===== src/rtl/dfl_pkg.sv =====
package dfl_pkg;
  // Clear code for the selected variant: zero for unipolar, midscale for bipolar.
  function automatic logic [31:0] clear_code(input bit bipolar, input int code_w);
    logic [31:0] v;
    v = 32'd0;
    if (bipolar) v[code_w-1] = 1'b1;
    return v;
  endfunction
endpackage


===== src/rtl/dfl_reset_sync.sv =====
module dfl_reset_sync #(
  parameter int STAGES = 2
) (
  input  logic clk,
  input  logic rst_n,
  output logic rst_sync_n
);
  logic [STAGES-1:0] chain_q;
  logic [STAGES-1:0] chain_d;

  always_comb chain_d = {chain_q[STAGES-2:0], 1'b1};

  always_ff @(posedge clk or negedge rst_n) begin
    if (!rst_n) chain_q <= '0;
    else        chain_q <= chain_d;
  end

  assign rst_sync_n = chain_q[STAGES-1];
endmodule


===== src/rtl/dfl_in_sync.sv =====
module dfl_in_sync #(
  parameter int          WIDTH  = 3,
  parameter int          STAGES = 2,
  parameter logic [WIDTH-1:0] IDLE = '0
) (
  input  logic             clk,
  input  logic             rst_n,
  input  logic [WIDTH-1:0] async_i,
  output logic [WIDTH-1:0] sync_o
);
  for (genvar b = 0; b < WIDTH; b++) begin : g_bit
    logic [STAGES-1:0] ff_q;
    logic [STAGES-1:0] ff_d;
    always_comb ff_d = {ff_q[STAGES-2:0], async_i[b]};
    always_ff @(posedge clk or negedge rst_n) begin
      if (!rst_n) ff_q <= {STAGES{IDLE[b]}};
      else        ff_q <= ff_d;
    end
    assign sync_o[b] = ff_q[STAGES-1];
  end
endmodule


===== src/rtl/dfl_frame_rx.sv =====
module dfl_frame_rx #(
  parameter int FRAME_W = 16,
  parameter int CNT_W   = 5
) (
  input  logic               clk,
  input  logic               rst_n,
  input  logic               sel_n_s,
  input  logic               sclk_s,
  input  logic               sdata_s,
  output logic [FRAME_W-1:0] frame_o,
  output logic [CNT_W-1:0]   bit_cnt_o,
  output logic               xfer_o
);
  localparam logic [CNT_W-1:0] CNT_SAT  = CNT_W'(FRAME_W + 1);
  localparam logic [CNT_W-1:0] CNT_FULL = CNT_W'(FRAME_W);

  logic               sel_prev_q, sclk_prev_q;
  logic [FRAME_W-1:0] sreg_q, sreg_d;
  logic [CNT_W-1:0]   cnt_q, cnt_d;
  logic               sel_fall, sel_rise, sclk_rise, shift_en;

  always_comb begin
    sel_fall  = sel_prev_q & ~sel_n_s;
    sel_rise  = ~sel_prev_q & sel_n_s;
    sclk_rise = sclk_s & ~sclk_prev_q;
    shift_en  = sclk_rise & ~sel_n_s & ~sel_fall;
  end

  always_comb begin
    sreg_d = sreg_q;
    cnt_d  = cnt_q;
    if (sel_fall) begin
      cnt_d = '0;
    end else if (shift_en) begin
      sreg_d = {sreg_q[FRAME_W-2:0], sdata_s};
      if (cnt_q != CNT_SAT) cnt_d = cnt_q + 1'b1;
    end
  end

  always_ff @(posedge clk or negedge rst_n) begin
    if (!rst_n) begin
      sel_prev_q  <= 1'b1;
      sclk_prev_q <= 1'b0;
      sreg_q      <= '0;
      cnt_q       <= CNT_SAT;
    end else begin
      sel_prev_q  <= sel_n_s;
      sclk_prev_q <= sclk_s;
      if (shift_en) sreg_q <= sreg_d;
      if (sel_fall || shift_en) cnt_q <= cnt_d;
    end
  end

  assign frame_o   = sreg_q;
  assign bit_cnt_o = cnt_q;
  assign xfer_o    = sel_rise && (cnt_q == CNT_FULL);
endmodule


===== src/rtl/dfl_code_latch.sv =====
module dfl_code_latch #(
  parameter int CODE_W = 14,
  parameter int SUB_W  = 2,
  parameter logic [CODE_W-1:0] CLEAR = '0
) (
  input  logic                    clk,
  input  logic                    rst_n,
  input  logic                    clr_n,
  input  logic                    xfer,
  input  logic [CODE_W+SUB_W-1:0] frame,
  output logic [CODE_W-1:0]       code_o,
  output logic                    upd_o,
  output logic                    err_o
);
  logic              latch_arst_n;
  logic [CODE_W-1:0] code_q, code_d;
  logic              upd_q, upd_d;
  logic              err_q, err_d;

  assign latch_arst_n = rst_n & clr_n;

  always_comb begin
    code_d = frame[CODE_W+SUB_W-1 -: CODE_W];
    upd_d  = xfer;
    err_d  = |frame[SUB_W-1:0];
  end

  always_ff @(posedge clk or negedge latch_arst_n) begin
    if (!latch_arst_n) begin
      code_q <= CLEAR;
      upd_q  <= 1'b0;
    end else begin
      if (xfer) code_q <= code_d;
      upd_q <= upd_d;
    end
  end

  always_ff @(posedge clk or negedge rst_n) begin
    if (!rst_n)    err_q <= 1'b0;
    else if (xfer) err_q <= err_d;
  end

  assign code_o = code_q;
  assign upd_o  = upd_q;
  assign err_o  = err_q;
endmodule


===== src/rtl/dac_serial_loader.sv =====
module dac_serial_loader #(
  parameter int CODE_W      = 14,
  parameter int SUB_W       = 2,
  parameter bit BIPOLAR     = 1'b0,
  parameter int SYNC_STAGES = 2
) (
  input  logic              clk,
  input  logic              rst_n,
  input  logic              sel_n,
  input  logic              sclk,
  input  logic              sdata,
  input  logic              clr_n,
  output logic [CODE_W-1:0] code_o,
  output logic              upd_o,
  output logic              subbit_err_o
);
  localparam int FRAME_W = CODE_W + SUB_W;
  localparam int CNT_W   = $clog2(FRAME_W + 2);
  localparam logic [CODE_W-1:0] CLEAR = CODE_W'(dfl_pkg::clear_code(BIPOLAR, CODE_W));

  logic               rst_sync_n;
  logic [2:0]         pins_s;
  logic [FRAME_W-1:0] frame_word;
  logic [CNT_W-1:0]   bit_cnt;
  logic               xfer;

  dfl_reset_sync #(.STAGES(SYNC_STAGES)) u_rst (
    .clk(clk), .rst_n(rst_n), .rst_sync_n(rst_sync_n)
  );

  // Bit order: [2] select (idle high), [1] serial clock, [0] data.
  dfl_in_sync #(.WIDTH(3), .STAGES(SYNC_STAGES), .IDLE(3'b100)) u_sync (
    .clk(clk), .rst_n(rst_sync_n),
    .async_i({sel_n, sclk, sdata}), .sync_o(pins_s)
  );

  dfl_frame_rx #(.FRAME_W(FRAME_W), .CNT_W(CNT_W)) u_rx (
    .clk(clk), .rst_n(rst_sync_n),
    .sel_n_s(pins_s[2]), .sclk_s(pins_s[1]), .sdata_s(pins_s[0]),
    .frame_o(frame_word), .bit_cnt_o(bit_cnt), .xfer_o(xfer)
  );

  dfl_code_latch #(.CODE_W(CODE_W), .SUB_W(SUB_W), .CLEAR(CLEAR)) u_latch (
    .clk(clk), .rst_n(rst_sync_n), .clr_n(clr_n),
    .xfer(xfer), .frame(frame_word),
    .code_o(code_o), .upd_o(upd_o), .err_o(subbit_err_o)
  );
endmodule


===== config.mk =====
export PLATFORM = sky130hd
export DESIGN_NAME = dac_serial_loader
export DESIGN_NICKNAME = d
export VERILOG_FILES = /design/src/rtl/dfl_pkg.sv /design/src/rtl/dfl_reset_sync.sv /design/src/rtl/dfl_in_sync.sv /design/src/rtl/dfl_frame_rx.sv /design/src/rtl/dfl_code_latch.sv /design/src/rtl/dac_serial_loader.sv
export SDC_FILE = /design/constraint.sdc
export NUM_CORES = 1
export LEC_CHECK = 0
export ABC_CLOCK_PERIOD_IN_PS = 2000
export CAP_MARGIN = 5
export CORE_UTILIZATION = 54
export DETAILED_ROUTE_END_ITERATION = 8
export PLACE_DENSITY = 0.75
export SLEW_MARGIN = 20
export SYNTH_ARGS = -nofsm -noshare
export SYNTH_HDL_FRONTEND = slang
export SYNTH_SLANG_ARGS = --single-unit
export TNS_END_PERCENT = 10

===== constraint.sdc =====
create_clock -name clk -period 2 [get_ports clk]
set_input_delay 0.6 -clock clk [delete_from_list [all_inputs] [get_ports clk]]
set_output_delay 0.6 -clock clk [all_outputs]
set_load 0.005 [all_outputs]

==> metrics.cfg <==
[status]
outcome = completed

[global_routing]
antenna_found_initial = 0
grt_max_degree = 19
track_usage = 0.192
grt_pass1_wl_um = 4800
globalRouteOverflowTotal = 0
grt_pass1_vias = 1035

[worst_setup_path]
critPathCaptureType = primary output
crit_path_max_incr_delay_ps = 510
cp.required_ps = 1400
crit_path_cell_trace = clkdlybuf4s50_1
critPathTopFamily = buffers and inverters
crit_fanout = 2
slowest_stage = clkdlybuf4s50_1
rr_worst_depth = 3
start_kind = flip-flop
worstSetupPathType = flip-flop to primary output
crit_cells = 1
critPathBufInv = 1
arrival_ps = 1250

[die]
fp-row-count = 20
ios = 22
die_y_um = 60
die_w_um = 60
core_um2 = 3130
dieArea_um2 = 3600
initial_core_util = 0.581

[logic_synthesis]
ys_seq_elements = 47
synth_area_leaders = dfrtp_1 (58%), mux2_2 (19%), dfstp_2 (7.2%)
syn_inst = 115
ys_seq_area_frac = 0.651
synth_fp_nets = 124
yosys.area.top_type = dfrtp_1
syn_area_per_cell_um2 = 15.8
ys_types = 29
synth.cell_area_um2 = 1820
synth_top_area_frac = 0.579
synth_warnings = 0

[cts]
cts_tree = yes
numCtsBuffers = 5
htree_num_levels = 2
cts-hold-fix-buffers = 0
ctsResizeCount = 0
cts_setup_buffers = 0
cts_buffer_depth = 2
clock_latency_ps = 360
clk_pin_slew_ps = 130
cts_root_buf = clkbuf_4
cts_sinks = 47

[place]
gp_congestion = 0.733
numPortBuffers = 21
dp_cells = 179
place_ws_ps = 207
dp_hpwl_um = 1930
placed_area_um2 = 2060

[detailed_routing]
drt.antenna.violating_nets = 0
wl_per_cell_um = 14.9
drcViolationCount = 0
firstDrtPassIters = 4
route.vias.total = 970
drt_wl_total_um = 2780
drt_iter0_markers = 27
viasPerCell = 5.19

[timing]
setup_violations = 0
min_period_over_period = 0.923
slew_headroom = 0.621
fin_ws_ps = 154
worstMarginPinSlew_ps = 566
rsz0062_at_grt = false
max_freq_mhz = 542
whs_ps = 224
hold_viol_final = 0
fin_setup_tns_ps = 0
finalClockSkew_ps = 10.7
drv_slew = 0
min_period_ps = 1850

[cells_and_area]
postLayoutCellArea_um2 = 2140
finalNonFillerCells = 187
final_core_util = 0.686
num_antenna_cells = 0
area_growth_pct = 18.0
finalNetCount = 151
drive_gt1_frac = 0.350

[power]
power.internal_mw = 1.33
power_density_nw_per_um2 = 798
p_seq_frac = 0.617
design_power_total_mw = 1.71
total_leakage_power_nw = 1.03
p_sw_frac = 0.225
vdd_drop_max_v = 0.000648
pwr-share-clk = 0.326
p_comb_frac = 0.057
switching_power_mw = 0.386

[job]
maxCapViolations = 0

[min_path]
hp-class = flip-flop to async pin

[cell usage after synthesis]
master	number
dfrtp_1	42
o211ai_1	1
buf_8	1
or3_1	3
nand4bb_1	1
inv_1	4
and4bb_2	1
buf_4	1
nand2b_1	1
nand4b_2	1
and2b_1	1
or3b_1	1
o21ai_0	3
nor3b_2	1
ha_1	3
mux2i_1	1
a31o_2	1
and2_1	1
nor2_8	1
nand3_1	2
dfstp_2	5
nand2_1	1
mux2_2	30
o31ai_1	1
conb_1	1
nor4_1	1
nor2_1	1
buf_6	1
a21oi_1	3
[registers in the layout, summed over array words and instances (netlist names), 2 cells and up]
| signal | flops |
|---|---|
| u_latch.code_o | 14 |
| u_rx.bit_cnt_o | 5 |
| u_rx.frame_o | 16 |
| u_rst.chain_q | 2 |
| u_sync.g_bit.ff_q | 6 |
[routing by layer]
metal | GRT usage | vias up | wire, um
met2 | 0.305 | 18 | 1340
met1 | 0.241 | 491 | 1290
met4 | 0.0797 | 0 | 49
met5 | 0 | - | 0
met3 | 0.0649 | 6 | 91
li1 | - | 455 | -
[layout by cell type, fill, tap and decap left out]
cell             count
a21oi_1              3
a31o_2               1
and2_1               1
and2b_1              1
and4bb_2             1
buf_4                2
bufinv_16            1
clkbuf_4             5
clkdlybuf4s50_1     21
clkinv_2             1
clkinv_4             1
conb_1               1
dfrtp_1             42
dfstp_2              5
ha_1                 3
inv_1                4
mux2_2              30
mux2i_1              1
nand2_1              1
nand2b_1             1
nand3_1              2
nand4b_2             1
nand4bb_1            1
nor2_1               1
nor2_8               1
nor3b_2              1
nor4_1               1
o211ai_1             1
o21ai_0              3
o31ai_1              1
or3_1                3
or3b_1               1
[cell families after synthesis]
| family | Yosys count | synth area share |
|---|---|---|
| flops | 47 | 0.651 |
| buf+inv | 7 | 0.0269 |
| mux | 31 | 0.191 |
| other cells | 1 | 0.00206 |
| fa+ha+maj | 3 | 0.0207 |
| simple gates | 17 | 0.0785 |
| compound gates | 9 | 0.0296 |
[path summary, 6_finish.rpt]
kind	to	slack, ps	startpoint
max in group asynchronous	u_latch.code_o[5]	1070	u_rst.chain_q[1]
max reg2reg	u_latch.code_o[1]	200	u_rx.bit_cnt_o[4]
min in group clk	u_sync.g_bit[1].ff_q[1]	360	u_sync.g_bit[1].ff_q[0]
max	subbit_err_o	150	u_latch.err_o
min	u_sync.g_bit[1].ff_q[0]	220	u_rst.chain_q[1]
min reg2reg	u_sync.g_bit[1].ff_q[0]	220	u_rst.chain_q[1]
[area by class of cell]
class                           instances  area (um2)
Sequential cell                        47        1180
Inverter                                4        15.0
Clock inverter                          3        43.8
Timing Repair Buffer                   23         225
Clock buffer                            5        37.5
Multi-Input combinational cell         61         586
Tap cell                               44        55.1
Fill cell                             245         983
[power groups by stage]
stage	Combinational, mW	Sequential (mW)	Clock, mW
after floorplan	0.0698	1.06	0
after global placement	0.0931	1.07	0
after detailed placement	0.100	1.08	0
after CTS	0.101	1.06	0.580
after global routing	0.111	1.07	0.610
final	0.0976	1.06	0.558
Note: power is estimated with default switching activity, not from simulation.
